**src/rtl/cfg3w_pkg.sv**
```systemverilog
package cfg3w_pkg;
    localparam int WORD_W = 23;
    localparam int CH_N   = 2;
    localparam int REF_W  = 14;
    localparam int SWL_W  = 7;
    localparam int PRG_W  = 11;
    localparam int SPARE_W = WORD_W - REF_W - 5;
    localparam int DEST_N = 4;

    typedef struct packed {
        logic [SPARE_W-1:0] spare;
        logic               cp_hi;
        logic [REF_W-1:0]   ref_div;
        logic               t_kind;
        logic               t_chan;
        logic               kind;
        logic               chan;
    } ref_word_t;

    typedef struct packed {
        logic [PRG_W-1:0] n;
        logic [SWL_W-1:0] a;
        logic             inv;
        logic             pre;
        logic             lds;
        logic             kind;
        logic             chan;
    } prog_word_t;

    typedef struct packed {
        logic [REF_W-1:0] ref_div;
        logic             cp_hi;
        logic [1:0]       mon_src;
    } ref_cfg_t;

    typedef struct packed {
        logic [PRG_W-1:0] n;
        logic [SWL_W-1:0] a;
        logic             inv;
        logic             pre;
        logic             lds;
    } prog_cfg_t;

    typedef enum logic [1:0] {
        DST_REF_CH1 = 2'd0,
        DST_REF_CH2 = 2'd1,
        DST_PRG_CH1 = 2'd2,
        DST_PRG_CH2 = 2'd3
    } dest_e;

    function automatic ref_cfg_t to_ref_cfg(input logic [WORD_W-1:0] w);
        ref_word_t rw;
        ref_cfg_t  c;
        rw = ref_word_t'(w);
        c.ref_div = rw.ref_div;
        c.cp_hi   = rw.cp_hi;
        c.mon_src = {rw.t_kind, rw.t_chan};
        return c;
    endfunction

    function automatic prog_cfg_t to_prog_cfg(input logic [WORD_W-1:0] w);
        prog_word_t pw;
        prog_cfg_t  c;
        pw = prog_word_t'(w);
        c.n   = pw.n;
        c.a   = pw.a;
        c.inv = pw.inv;
        c.pre = pw.pre;
        c.lds = pw.lds;
        return c;
    endfunction

    function automatic dest_e dest_of(input logic [WORD_W-1:0] w);
        return dest_e'(w[1:0]);
    endfunction
endpackage

```
**src/rtl/cfg3w_insync.sv**
```systemverilog
module cfg3w_insync #(
    parameter int N_LINES = 3,
    parameter int STAGES  = 2
) (
    input  logic               clk,
    input  logic               rst,
    input  logic [N_LINES-1:0] raw_i,
    output logic [N_LINES-1:0] lvl_o,
    output logic [N_LINES-1:0] rise_o
);
    for (genvar g = 0; g < N_LINES; g++) begin : g_line
        logic [STAGES:0] pipe;

        always_ff @(posedge clk) begin
            if (rst) pipe <= '0;
            else     pipe <= {pipe[STAGES-1:0], raw_i[g]};
        end

        assign lvl_o[g]  = pipe[STAGES-1];
        assign rise_o[g] = pipe[STAGES-1] & ~pipe[STAGES];

        AST_RISE_SINGLE: assert property (@(posedge clk) disable iff (rst)
            rise_o[g] |=> !rise_o[g]);
    end
endmodule

```
**src/rtl/cfg3w_shreg.sv**
```systemverilog
module cfg3w_shreg #(
    parameter int W = cfg3w_pkg::WORD_W
) (
    input  logic         clk,
    input  logic         rst,
    input  logic         shift_i,
    input  logic         hold_i,
    input  logic         bit_i,
    output logic [W-1:0] word_o
);
    logic [W-1:0] sreg;

    always_ff @(posedge clk) begin
        if (rst)                     sreg <= '0;
        else if (shift_i && !hold_i) sreg <= {sreg[W-2:0], bit_i};
    end

    assign word_o = sreg;

    AST_HOLD_WHILE_LE: assert property (@(posedge clk) disable iff (rst)
        hold_i |=> $stable(word_o));

    AST_SHIFT_MOVES: assert property (@(posedge clk) disable iff (rst)
        (shift_i && !hold_i) |=> (word_o[W-1:1] == $past(word_o[W-2:0])));
endmodule

```
**src/rtl/cfg3w_latches.sv**
```systemverilog
module cfg3w_latches
    import cfg3w_pkg::*;
#(
    parameter int W  = WORD_W,
    parameter int NC = CH_N,
    parameter int ND = DEST_N
) (
    input  logic           clk,
    input  logic           rst,
    input  logic           load_i,
    input  logic [W-1:0]   word_i,
    output ref_cfg_t       ref_q  [NC],
    output prog_cfg_t      prog_q [NC],
    output logic [ND-1:0]  stb_o
);
    dest_e dst;
    assign dst = dest_of(word_i);

    always_ff @(posedge clk) begin
        if (rst) begin
            stb_o <= '0;
            for (int c = 0; c < NC; c++) begin
                ref_q[c]  <= '0;
                prog_q[c] <= '0;
            end
        end else begin
            stb_o <= '0;
            if (load_i) begin
                stb_o[dst] <= 1'b1;
                for (int c = 0; c < NC; c++) begin
                    if (word_i[0] == c[0]) begin
                        if (word_i[1]) prog_q[c] <= to_prog_cfg(word_i);
                        else           ref_q[c]  <= to_ref_cfg(word_i);
                    end
                end
            end
        end
    end

    AST_STB_ONEHOT: assert property (@(posedge clk) disable iff (rst)
        $onehot0(stb_o));

    AST_LOAD_STROBES: assert property (@(posedge clk) disable iff (rst)
        load_i |=> (stb_o != '0));

    for (genvar c = 0; c < NC; c++) begin : g_hold
        AST_HOLD_NO_LOAD: assert property (@(posedge clk) disable iff (rst)
            !load_i |=> ($stable(ref_q[c]) && $stable(prog_q[c])));
    end
endmodule

```
**src/rtl/cfg3w_top.sv**
```systemverilog
module cfg3w_top
    import cfg3w_pkg::*;
(
    input  logic                        clk,
    input  logic                        rst,
    input  logic                        ser_clk_i,
    input  logic                        ser_dat_i,
    input  logic                        ser_le_i,
    output logic [CH_N-1:0][REF_W-1:0]  ref_div_o,
    output logic [CH_N-1:0]             cp_hi_o,
    output logic [CH_N-1:0][1:0]        mon_src_o,
    output logic [CH_N-1:0][PRG_W-1:0]  prog_div_o,
    output logic [CH_N-1:0][SWL_W-1:0]  swallow_o,
    output logic [CH_N-1:0]             pre_sel_o,
    output logic [CH_N-1:0]             phase_inv_o,
    output logic [CH_N-1:0]             lds_o,
    output logic [DEST_N-1:0]           wr_stb_o
);
    localparam int LINES = 3;
    localparam int L_CLK = 0;
    localparam int L_DAT = 1;
    localparam int L_LE  = 2;

    logic [LINES-1:0] lvl, rise;
    logic [WORD_W-1:0] word;
    ref_cfg_t  ref_q  [CH_N];
    prog_cfg_t prog_q [CH_N];

    cfg3w_insync #(.N_LINES(LINES), .STAGES(2)) u_sync (
        .clk    (clk),
        .rst    (rst),
        .raw_i  ({ser_le_i, ser_dat_i, ser_clk_i}),
        .lvl_o  (lvl),
        .rise_o (rise)
    );

    cfg3w_shreg #(.W(WORD_W)) u_shreg (
        .clk     (clk),
        .rst     (rst),
        .shift_i (rise[L_CLK]),
        .hold_i  (lvl[L_LE]),
        .bit_i   (lvl[L_DAT]),
        .word_o  (word)
    );

    cfg3w_latches #(.W(WORD_W), .NC(CH_N), .ND(DEST_N)) u_latch (
        .clk    (clk),
        .rst    (rst),
        .load_i (rise[L_LE]),
        .word_i (word),
        .ref_q  (ref_q),
        .prog_q (prog_q),
        .stb_o  (wr_stb_o)
    );

    for (genvar c = 0; c < CH_N; c++) begin : g_out
        assign ref_div_o[c]   = ref_q[c].ref_div;
        assign cp_hi_o[c]     = ref_q[c].cp_hi;
        assign mon_src_o[c]   = ref_q[c].mon_src;
        assign prog_div_o[c]  = prog_q[c].n;
        assign swallow_o[c]   = prog_q[c].a;
        assign pre_sel_o[c]   = prog_q[c].pre;
        assign phase_inv_o[c] = prog_q[c].inv;
        assign lds_o[c]       = prog_q[c].lds;
    end

    AST_RESET_CLEAR: assert property (@(posedge clk)
        rst |=> (wr_stb_o == '0 && ref_div_o == '0 && prog_div_o == '0));
endmodule

```
**config.mk**
```make
export PLATFORM = sky130hd
export DESIGN_NAME = cfg3w_top
export DESIGN_NICKNAME = d
export VERILOG_FILES = /design/src/rtl/cfg3w_pkg.sv /design/src/rtl/cfg3w_insync.sv /design/src/rtl/cfg3w_shreg.sv /design/src/rtl/cfg3w_latches.sv /design/src/rtl/cfg3w_top.sv
export SDC_FILE = /design/constraint.sdc
export NUM_CORES = 1
export LEC_CHECK = 0
export BUFFER_PORTS_ARGS = -buffer_cell sky130_fd_sc_hd__buf_2
export CAP_MARGIN = 20
export CELL_PAD_IN_SITES_DETAIL_PLACEMENT = 1
export CELL_PAD_IN_SITES_GLOBAL_PLACEMENT = 2
export CORE_ASPECT_RATIO = 1.75
export CORE_MARGIN = 2
export CORE_UTILIZATION = 38
export DETAILED_ROUTE_END_ITERATION = 10
export GPL_TIMING_DRIVEN = 0
export PLACE_DENSITY = 0.89
export SLEW_MARGIN = 5
export SYNTH_ARGS = -nofsm -noshare
export SYNTH_HDL_FRONTEND = slang
export SYNTH_SLANG_ARGS = --single-unit
export TNS_END_PERCENT = 50
```
**constraint.sdc**
```tcl
create_clock -name clk -period 4.4 [get_ports clk]
set_input_delay 1.1 -clock clk [delete_from_list [all_inputs] [get_ports clk]]
set_output_delay 1.1 -clock clk [all_outputs]
set_load 0.05 [all_outputs]
```
After elaboration in Yosys (flattened, before gate mapping)
Cells that the tools add are included.
Word-level totals
  register bits: 111
  bits of input ports: 5
  output and inout port bits: 80
  word-level logic and storage cells: 40
Cells by class
  reduce and logical (&&, ||, !) cells: 8
  mux-type cells: 2
  order comparisons: 2
  bitwise operators: 7
Operators with widths (number)
  AND reduction 3 bit: 4
  NOT 1 bit: 5
  less-than comparator 2 x 3 -> 1 bit (second input constant): 1
  AND 1 bit: 2
  demux 1 bit (select 2 bit): 1
  greater-or-equal comparator 2 x 1 -> 1 bit (second input constant): 1
  logical AND 1 bit: 2
  OR reduction 2 bit: 1
  zero test 1 bit: 1
  two-way mux 1 bit: 1

Depth between registers and ports, before layout
Gate-level depths: netlist of run 1.
  word-level depth: 4
  mapped depth: 5
  depth with buffers taken out: 2

Cells and area by module
From an unflattened synthesis of run 1, not the netlist that was laid out.
Unflattened totals
  cells, all modules: 387
  area total of the unflattened synthesis: 4404.2 µm²
Modules (own cells, without submodules)
  cfg3w_latches: instances 1, sequential area each 1601.5 µm², cells each 286, area an instance 3204.3 µm²
  cfg3w_shreg: instances 1, sequential area each 460.4 µm², cells each 77, area an instance 922.1 µm²
  cfg3w_insync: instances 1, sequential area each 180.2 µm², cells each 24, area an instance 277.8 µm²

Worst setup path before layout of run 1
Ideal clock, no wire load.
  path kind: input -> register
  start point: input port rst
  end point: register, netlist name u_latch.prog_q[18]
  stages: 4
  path buffers: 2
  setup slack: 2554 ps
  required time: 4274 ps
  data arrival time: 1720 ps
  cells stage by stage: clkbuf_1 clkbuf_1 nand2b_1 mux2i_1
RTL lines
  from (decl): RTL line cfg3w_top.sv:5  | input logic rst,

Worst setup path in the final report of run 1
  start point: register, netlist name u_latch.prog_q[12]
  end point: output port prog_div_o[13] (netlist name)
RTL lines
  to (decl): RTL line cfg3w_top.sv:12  | output logic [CH_N-1:0][PRG_W-1:0] prog_div_o,
No word-level cell between the ends.

==> results.sh, run 1 <==
export IMPL_dp_final_hpwl_um=7210
export IMPL_grt_pass1_vias=2868
export IMPL_avgSynthCellArea_um2=11.6
export IMPL_synth_xor_xnor_area_share_pct=0
export IMPL_core_rowCount=50
export IMPL_cp_arrival_ps=1000
export IMPL_critical_path_cell_chain="buf_2"
export IMPL_timing_max_cap_violations=0
export IMPL_ios=85
export IMPL_final_hold_viol_count=0
export IMPL_fin_skew_ps=6.87
export IMPL_postCtsSetupBuffers=0
export IMPL_area_delta_synth_final_pct=21.4
export IMPL_power_density_nw_per_um2=380
export IMPL_cp_num_buf_inv=1
export IMPL_grtUsageTotal_pct=17.9
export IMPL_synth_edf_count=0
export IMPL_synth_flop_cell="dfxtp_1"
export IMPL_fin_setup_tns_ps=0
export IMPL_min_from="u_sync.g_line[1].pipe[0]"
export IMPL_hold_class="reg2reg"
export IMPL_final_min_clock_period_ps=2100
export IMPL_antenna_found_initial=0
export IMPL_synth_seq_area_share_pct=54.2
export IMPL_yosysTopAreaCell="dfxtp_1"
export IMPL_synthTopCellsByArea="dfxtp_1 (54%), mux2i_1 (24%), nand2b_1 (15%)"
export IMPL_synth_most_common_cell="dfxtp_1"
export IMPL_die_y_um=141
export IMPL_reg2reg_from="u_sync.g_line[2].pipe[1]"
export IMPL_synth_async_reset_ratio_pct=0
export IMPL_yosys_warnings=0
export IMPL_drt_antenna_violating_nets=0
export IMPL_worst_ep_required_time_ps=3300
export IMPL_clock_fmax_ghz=0.476
export IMPL_hold_end="u_sync.g_line[1].pipe[1]"
export IMPL_rrSetupSlack_ps=2740
export IMPL_reg2reg_depth=5
export IMPL_synth_compound_gate_area_share_pct=0
export IMPL_numCtsBuffers=9
export IMPL_worst_path_max_delay_cell="dfxtp_1"
export IMPL_cts_tree="yes"
export IMPL_cts_resized_gates=0
export IMPL_pre_cts_ws_ps=2180
export IMPL_num_vias=2782
export IMPL_wl_per_cell_um=17.2
export IMPL_drc=0
export IMPL_drive_above_1_share_pct=24.4
export IMPL_cts_hold_fix_buffers=0
export IMPL_end_kind="output pin"
export IMPL_viasPerCell=4.79
export IMPL_synthCells=353
export IMPL_fin_crit_sh_pct=47.7
export IMPL_synth_common_cells="dfxtp_1 (111), nand2b_1 (100), mux2i_1 (99)"
export IMPL_initial_core_util_pct=38.8
export IMPL_die_w_um=82.5
export IMPL_wl_um=9990
export IMPL_cts_root_buf="clkbuf_16"
export IMPL_gp_congestion=0.744
export IMPL_synth_top_family_by_area="multiplexers"
export IMPL_first_pass_iters=4
export IMPL_hold_depth=1
export IMPL_gr_total_overflow=0
export IMPL_power_total_mw=1.89
export IMPL_worstPathMaxFanout=2
export IMPL_crit_family="flip-flops"
export IMPL_status="completed"
export IMPL_slew_violations=0
export IMPL_synth_simple_area_share_pct=18.7
export IMPL_synth_nets=358
export IMPL_reg2reg_to="u_latch.prog_q[6]"
export IMPL_synth_seq_cells=111
export IMPL_h_tree_depth=3
export IMPL_worst_slew_pin_slew_ps=502
export IMPL_rsz0062_at_grt="false"
export IMPL_setup_viol=0
export IMPL_p_leak_nw=2.37
export IMPL_slowest_delay_ps=370
export IMPL_netlist_area_um2=4100
export IMPL_clk_latency_ps=350
export IMPL_synth_fa_ha_area_share_pct=0
export IMPL_clkTransAtPathRegs_ps=70
export IMPL_relSlewSlack_pct=66.0
export IMPL_setup_worst_path_start_class="register"
export IMPL_drt_iter0_drc=98
export IMPL_grt_max_degree=17
export IMPL_synth_top_area_share_pct=54.2
export IMPL_grt_pass1_wl_um=15300
export IMPL_numPortBuffers=83
export IMPL_cts_sinks=111
export IMPL_setup_slack_ps=2300
export IMPL_core_um2=10600
export IMPL_synthMuxAreaShare_pct=24.2
export IMPL_critical_path_class="reg2out"
export IMPL_vdd_drop_max_mv=0.211
export IMPL_die_area_um2=11700
export IMPL_nNetsFinal=452
export IMPL_num_antenna_cells=0
export IMPL_clockBufferDepth=2
export IMPL_synthDistinctLibCells=15
==> metrics by stage <==
stage	std cells	util, %	hold WS (ps)	instance area [um^2]
3_3_place_gp	566	44.2	429	4680
2_1_floorplan	353	-	414	4100
6_report	581	47.1	447	4970
3_5_place_dp	566	44.2	435	4680
4_1_cts	581	47.1	452	4970
5_1_grt	581	47.1	469	4970
==> kinds of logic after synthesis <==
| group | after synthesis |
|---|---|
| muxes | 99 |
| DFF | 111 |
| buffers and inverters | 24 |
| and+or+nand+nor | 119 |
==> placed cells by master (no fill, tap or decap) <==
cell	Yosys	routed
nand4b_1	1	1
or4b_1	1	1
and4b_1	1	1
clkinv_2	0	1
nand4bb_1	2	2
dfxtp_1	111	111
nand2b_1	100	100
buf_4	1	1
clkbuf_8	0	2
bufinv_16	0	1
clkbuf_16	0	9
clkinvlp_4	0	1
nor4bb_1	1	1
clkbuf_1	12	13
mux2i_1	99	99
buf_2	9	92
nor3b_2	1	1
nor2_1	4	4
buf_6	2	2
nor2b_1	8	8
==> registers in the layout, indices dropped and copies added, names as in the netlist <==
register / count
u_latch.prog_q: 42
u_sync.g_line.pipe: 8
u_latch.stb_o: 4
u_latch.ref_q: 34
u_shreg.word_o: 23
==> where the power goes <==
part / switching [mW] / internal (mW) / total [mW]
clock network: 0.360 / 0.469 / 0.829
registers: 0.00134 / 1.01 / 1.01
logic: 0.0265 / 0.0263 / 0.0528
total: 0.388 / 1.50 / 1.89
==> area by class of cell <==
class                      instances  area, um^2
fill                            1191        5600
timing repair buffer              83         415
tap                              130         163
buffer                            24         120
sequential                       111        2220
clock buffer                      12         256
multi-input combinational        218        1760
clock inverter                     3        42.5
==> worst max path at each step <==
stage                                   from                  to  slack, ps  depth (start not counted)
final                     u_latch.prog_q[12]      prog_div_o[13]       2300                          1
after CTS                  u_latch.ref_q[12]       ref_div_o[23]       2310                          1
after floorplan                          rst  u_latch.prog_q[18]       2550                          4
after global routing       u_latch.ref_q[27]        ref_div_o[7]       2270                          1
after detailed placement                 rst   u_latch.prog_q[3]       2180                          4
after global placement                   rst   u_latch.prog_q[5]       2260                          4
==> per-layer routing <==
metal	global-route usage [%]	vias up	part of all wire, %
met5	0	-	0
met2	32.2	47	55
met1	20.1	1375	40
met4	5.95	0	1.5
li1	-	1351	-
met3	4.07	9	3.7
Power figures use the tool's default switching activity.
==> run 2, diff against run 1 <==
--- a/config.mk
+++ b/config.mk
@@ -11,10 +11,10 @@
 export CELL_PAD_IN_SITES_GLOBAL_PLACEMENT = 2
 export CORE_ASPECT_RATIO = 1.75
 export CORE_MARGIN = 2
-export CORE_UTILIZATION = 38
+export CORE_UTILIZATION = 35
 export DETAILED_ROUTE_END_ITERATION = 10
 export GPL_TIMING_DRIVEN = 0
-export PLACE_DENSITY = 0.89
+export PLACE_DENSITY = 0.84
 export SLEW_MARGIN = 5
 export SYNTH_ARGS = -nofsm -noshare
 export SYNTH_HDL_FRONTEND = slang
==> constraint.sdc (replaced) <==
create_clock -name clk -period 2 [get_ports clk]
set_input_delay 0.5 -clock clk [delete_from_list [all_inputs] [get_ports clk]]
set_output_delay 0.5 -clock clk [all_outputs]
set_load 0.05 [all_outputs]
==> results.sh, run 2 (synthesized netlist as in run 1, its figures left out) <==
export IMPL_drive_above_1_share_pct=24.3
export IMPL_num_vias=2776
export IMPL_reg2reg_to="u_latch.prog_q[17]"
export IMPL_startpoint="u_shreg.word_o[0]"
export IMPL_reg2reg_from="u_shreg.word_o[0]"
export IMPL_cts_tree="yes"
export IMPL_slew_violations=0
export IMPL_top_register="u_latch.prog_q"
export IMPL_dp_final_hpwl_um=7200
export IMPL_fin_setup_tns_ps=0
export IMPL_status="completed"
export IMPL_wl_um=9870
export IMPL_critPathMostFrequentCell="buf_2"
export IMPL_drt_iter0_drc=121
export IMPL_grtUsageTotal_pct=16.2
export IMPL_rrSetupSlack_ps=340
export IMPL_gr_total_overflow=0
export IMPL_cts_hold_fix_buffers=0
export IMPL_p_leak_nw=2.34
export IMPL_setup_viol=0
export IMPL_final_hold_viol_count=0
export IMPL_die_y_um=147
export IMPL_grt_pass1_vias=2900
export IMPL_timing_max_cap_violations=0
export IMPL_critical_path_class="reg2reg"
export IMPL_die_w_um=85.8
export IMPL_area_delta_synth_final_pct=20.8
export IMPL_drc=0
export IMPL_cp_arrival_ps=1930
export IMPL_clkTransAtPathRegs_ps=70
export IMPL_viasPerCell=4.73
export IMPL_core_um2=11500
export IMPL_worst_path_max_delay_cell="dfxtp_1"
export IMPL_num_antenna_cells=0
export IMPL_crit_end="u_latch.prog_q[17]"
export IMPL_h_tree_depth=3
export IMPL_hold_class="in2reg"
export IMPL_rsz0062_at_grt="false"
export IMPL_nNetsFinal=452
export IMPL_reg2reg_depth=4
export IMPL_dpl_cell_count=571
export IMPL_cts_resized_gates=0
export IMPL_die_area_um2=12600
export IMPL_clk_latency_ps=340
export IMPL_postCtsSetupBuffers=0
export IMPL_postLayoutCoreUtil_pct=43.0
export IMPL_final_common_cell="dfxtp_1"
export IMPL_fin_hold_ws_ps=367
export IMPL_first_pass_iters=6
export IMPL_clockBufferDepth=2
export IMPL_grt_pass1_wl_um=15700
export IMPL_critical_path_cell_chain="and4b_1, buf_2, buf_2, mux2i_1"
export IMPL_worst_slew_pin_slew_ps=581
export IMPL_fin_crit_sh_pct=83.0
export IMPL_power_density_nw_per_um2=801
export IMPL_numCtsBuffers=9
export IMPL_cts_root_buf="clkbuf_16"
export IMPL_vdd_drop_max_mv=0.434
export IMPL_clock_fmax_ghz=0.602
export IMPL_antenna_found_initial=0
export IMPL_largest_reg_flops=42
export IMPL_wl_per_cell_um=16.8
export IMPL_cts_sinks=111
export IMPL_instances_no_fill=587
export IMPL_gp_congestion=0.752
export IMPL_fin_skew_ps=4.12
export IMPL_numPortBuffers=83
export IMPL_worst_ep_required_time_ps=2270
export IMPL_relSlewSlack_pct=60.7
export IMPL_power_total_mw=3.97
export IMPL_slowest_delay_ps=430
export IMPL_drt_antenna_violating_nets=0
export IMPL_grt_max_degree=18
export IMPL_initial_core_util_pct=35.6
export IMPL_end_kind="register"
export IMPL_worstPathMaxFanout=10
export IMPL_final_cell_mix="dfxtp_1 (111), nand2b_1 (100), mux2i_1 (99)"
export IMPL_core_rowCount=52
export IMPL_setup_worst_path_start_class="register"
export IMPL_final_min_clock_period_ps=1660
export IMPL_ios=85
==> run 2: changes by cell type in the layout (fill, tap and decap cells not counted), sizes merged <==
cell	previous run	this run
bufinv	1	0
clkbuf	24	23
clkinvlp	1	4
==> run 2: metrics by stage <==
step	cell area [um^2]	setup WS [ps]
floorplan	4100	609
global placement	4680	420
detailed placement	4680	355
CTS	4950	315
global route	4950	275
finish	4950	339
==> run 2: layout make-up <==
cell class	instances	area (um^2)
multi-input cells	218	1760
clock buffers	11	233
clock inverters	5	35.0
repair buffers	83	415
fillers	1280	6570
plain buffers	24	120
flip-flops and latches	111	2220
well taps	135	169
==> run 2: critical path, delay by kind of cell, from the launching register on <==
| family | cells | cell delay (ps) |
|---|---|---|
| simple gates | 1 | 220 |
| buf+inv | 2 | 690 |
| mux | 1 | 240 |
| flops | 1 | 430 |
==> run 2: worst min-delay path by stage <==
stage / from / endpoint / cells after the start
after floorplan: u_sync.g_line[0].pipe[0] / u_sync.g_line[0].pipe[1] / 1
after global placement: u_sync.g_line[1].pipe[0] / u_sync.g_line[1].pipe[1] / 1
after detailed placement: u_sync.g_line[1].pipe[0] / u_sync.g_line[1].pipe[1] / 1
after CTS: ser_le_i / u_sync.g_line[2].pipe[0] / 2
after global routing: ser_le_i / u_sync.g_line[2].pipe[0] / 2
final: ser_le_i / u_sync.g_line[2].pipe[0] / 2
==> run 2: power by group <==
group,internal (mW),switching (mW),leakage (nW)
registers,2.22,0.00286,0.895
logic,0.0578,0.0581,1.33
clock network,0.844,0.787,0.118
==> run 2: metal layers <==
layer	GRT usage (%)	share of wire [%]	vias up
li1	-	-	1352
met1	18.2	41	1354
met2	28.7	53	56
met3	3.37	3.7	14
met4	7.38	2.5	0
met5	0	0	-
==> run 3, diff against run 2 <==
--- a/config.mk
+++ b/config.mk
@@ -11,10 +11,10 @@
 export CELL_PAD_IN_SITES_GLOBAL_PLACEMENT = 2
 export CORE_ASPECT_RATIO = 1.75
 export CORE_MARGIN = 2
-export CORE_UTILIZATION = 35
+export CORE_UTILIZATION = 31
 export DETAILED_ROUTE_END_ITERATION = 10
 export GPL_TIMING_DRIVEN = 0
-export PLACE_DENSITY = 0.84
+export PLACE_DENSITY = 0.79
 export SLEW_MARGIN = 5
 export SYNTH_ARGS = -nofsm -noshare
 export SYNTH_HDL_FRONTEND = slang
==> constraint.sdc (replaced) <==
create_clock -name clk -period 1.5 [get_ports clk]
set_input_delay 0.375 -clock clk [delete_from_list [all_inputs] [get_ports clk]]
set_output_delay 0.375 -clock clk [all_outputs]
set_load 0.05 [all_outputs]
==> results.sh, run 3 (synthesized netlist as in run 1, its figures left out) <==
export IMPL_end_kind="register"
export IMPL_final_common_cell="dfxtp_1"
export IMPL_critPathMostFrequentCell="buf_12"
export IMPL_numCtsBuffers=9
export IMPL_viasPerCell=4.46
export IMPL_drt_antenna_violating_nets=0
export IMPL_core_rowCount=55
export IMPL_setup_worst_path_start_class="register"
export IMPL_clk_latency_ps=350
export IMPL_core_um2=12900
export IMPL_vdd_drop_max_mv=0.538
export IMPL_fin_skew_ps=6.65
export IMPL_num_antenna_cells=0
export IMPL_cts_sinks=111
export IMPL_top_register="u_latch.prog_q"
export IMPL_cts_tree="yes"
export IMPL_reg2reg_from="u_sync.g_line[2].pipe[1]"
export IMPL_cp_num_buf_inv=3
export IMPL_power_total_mw=5.92
export IMPL_startpoint="u_sync.g_line[2].pipe[1]"
export IMPL_drive_above_1_share_pct=25.9
export IMPL_worst_path_max_delay_cell="or4b_4"
export IMPL_ios=85
export IMPL_clockBufferDepth=2
export IMPL_hold_class="in2reg"
export IMPL_nNetsFinal=455
export IMPL_antenna_found_initial=0
export IMPL_final_hold_viol_count=0
export IMPL_grt_pass1_vias=2998
export IMPL_crit_end="u_latch.ref_q[27]"
export IMPL_grt_pass1_wl_um=16100
export IMPL_final_cell_mix="dfxtp_1 (109), nand2b_1 (100), mux2i_1 (99)"
export IMPL_final_min_clock_period_ps=1480
export IMPL_cts_root_buf="clkbuf_16"
export IMPL_power_density_nw_per_um2=1140
export IMPL_critical_path_cell_chain="buf_6, or4b_4, buf_12, buf_12, mux2i_1"
export IMPL_rsz0062_at_grt="true"
export IMPL_num_vias=2792
export IMPL_grt_max_degree=19
export IMPL_die_w_um=90.9
export IMPL_largest_reg_flops=42
export IMPL_worstPathMaxFanout=10
export IMPL_worst_slew_pin_slew_ps=534
export IMPL_gp_congestion=0.760
export IMPL_wl_per_cell_um=16.1
export IMPL_clock_fmax_ghz=0.677
export IMPL_critical_path_class="reg2reg"
export IMPL_die_area_um2=14200
export IMPL_status="completed"
export IMPL_wl_um=10100
export IMPL_p_leak_nw=2.43
export IMPL_fill_cells=1465
export IMPL_h_tree_depth=3
export IMPL_cp_arrival_ps=1690
export IMPL_numPortBuffers=83
export IMPL_relSlewSlack_pct=63.9
export IMPL_timing_max_cap_violations=0
export IMPL_cts_hold_fix_buffers=0
export IMPL_worst_ep_required_time_ps=1720
export IMPL_first_pass_iters=4
export IMPL_initial_core_util_pct=31.7
export IMPL_grtUsageTotal_pct=14.7
export IMPL_drt_iter0_drc=57
export IMPL_slowest_delay_ps=480
export IMPL_gr_total_overflow=0
export IMPL_area_delta_synth_final_pct=26.3
export IMPL_die_y_um=156
export IMPL_slew_violations=0
export IMPL_setup_viol=0
export IMPL_dp_final_hpwl_um=7340
export IMPL_reg2reg_depth=5
export IMPL_rrSetupSlack_ps=20
export IMPL_fin_crit_sh_pct=98.5
export IMPL_crit_family="simple AND/OR/NAND/NOR gates"
export IMPL_clkTransAtPathRegs_ps=70
export IMPL_fin_setup_tns_ps=0
export IMPL_drc=0
export IMPL_critical_path_cell_count=5
export IMPL_reg2reg_to="u_latch.ref_q[27]"
[run 3: layout make-up]
cell class,instances,area [um^2],area share (%)
timing repair buffer,86,450,8.70
clock buffer,10,239,4.62
sequential,111,2220,43.0
clock inverter,6,116,2.25
buffer,24,166,3.21
multi-input combinational,218,1770,34.1
tap,171,214,4.13
[run 3: worst reg2reg max path: cells and delay by family, from the launching register on]
kind	cells	cell delay, ps
and+or+nand+nor	1	480
buffers and inverters	3	430
DFF	1	320
muxes	1	120
[run 3: worst min path at each step]
stage                                    end                startpoint  slack, ps  cells past startpoint
detailed placement  u_sync.g_line[2].pipe[1]  u_sync.g_line[2].pipe[0]        440                      1
CTS                 u_sync.g_line[2].pipe[0]                  ser_le_i        230                      2
floorplan           u_sync.g_line[0].pipe[1]  u_sync.g_line[0].pipe[0]        410                      1
finish              u_sync.g_line[0].pipe[0]                 ser_clk_i        250                      2
global placement    u_sync.g_line[1].pipe[1]  u_sync.g_line[1].pipe[0]        430                      1
global route        u_sync.g_line[0].pipe[0]                 ser_clk_i        240                      2
[run 3: stage by stage]
step	utilization (%)	cells	hold WS (ps)	instance area, um^2	worst slack, ps
after CTS	39.4	623	235	5100	-40.8
after global routing	40.0	626	241	5180	-28.7
final	40.0	626	247	5180	22.9
after detailed placement	36.5	607	443	4730	-182
after global placement	36.5	607	426	4730	-86.2
after floorplan	-	353	414	4100	109
[run 3: report_power, final]
part | total (mW) | switching (mW) | internal, mW
sequential | 2.96 | 0.00479 | 2.95
clock | 2.78 | 1.09 | 1.69
combinational | 0.174 | 0.0825 | 0.0912
total | 5.92 | 1.18 | 4.73
[run 3: layer usage]
layer	GRT usage (%)	vias to the layer above	wire length [um]
met4	6.06	0	182
li1	-	1363	-
met2	28.0	49	5540
met5	0	-	0
met1	16.1	1370	4110
met3	2.27	10	269
[run 3: timing repair]
action | CTS | global route
endpoints found under the setup margin | 48 | 55
setup buffers | 0 | 3
gates cloned | 0 | 0
gates resized for setup | 6 | 12
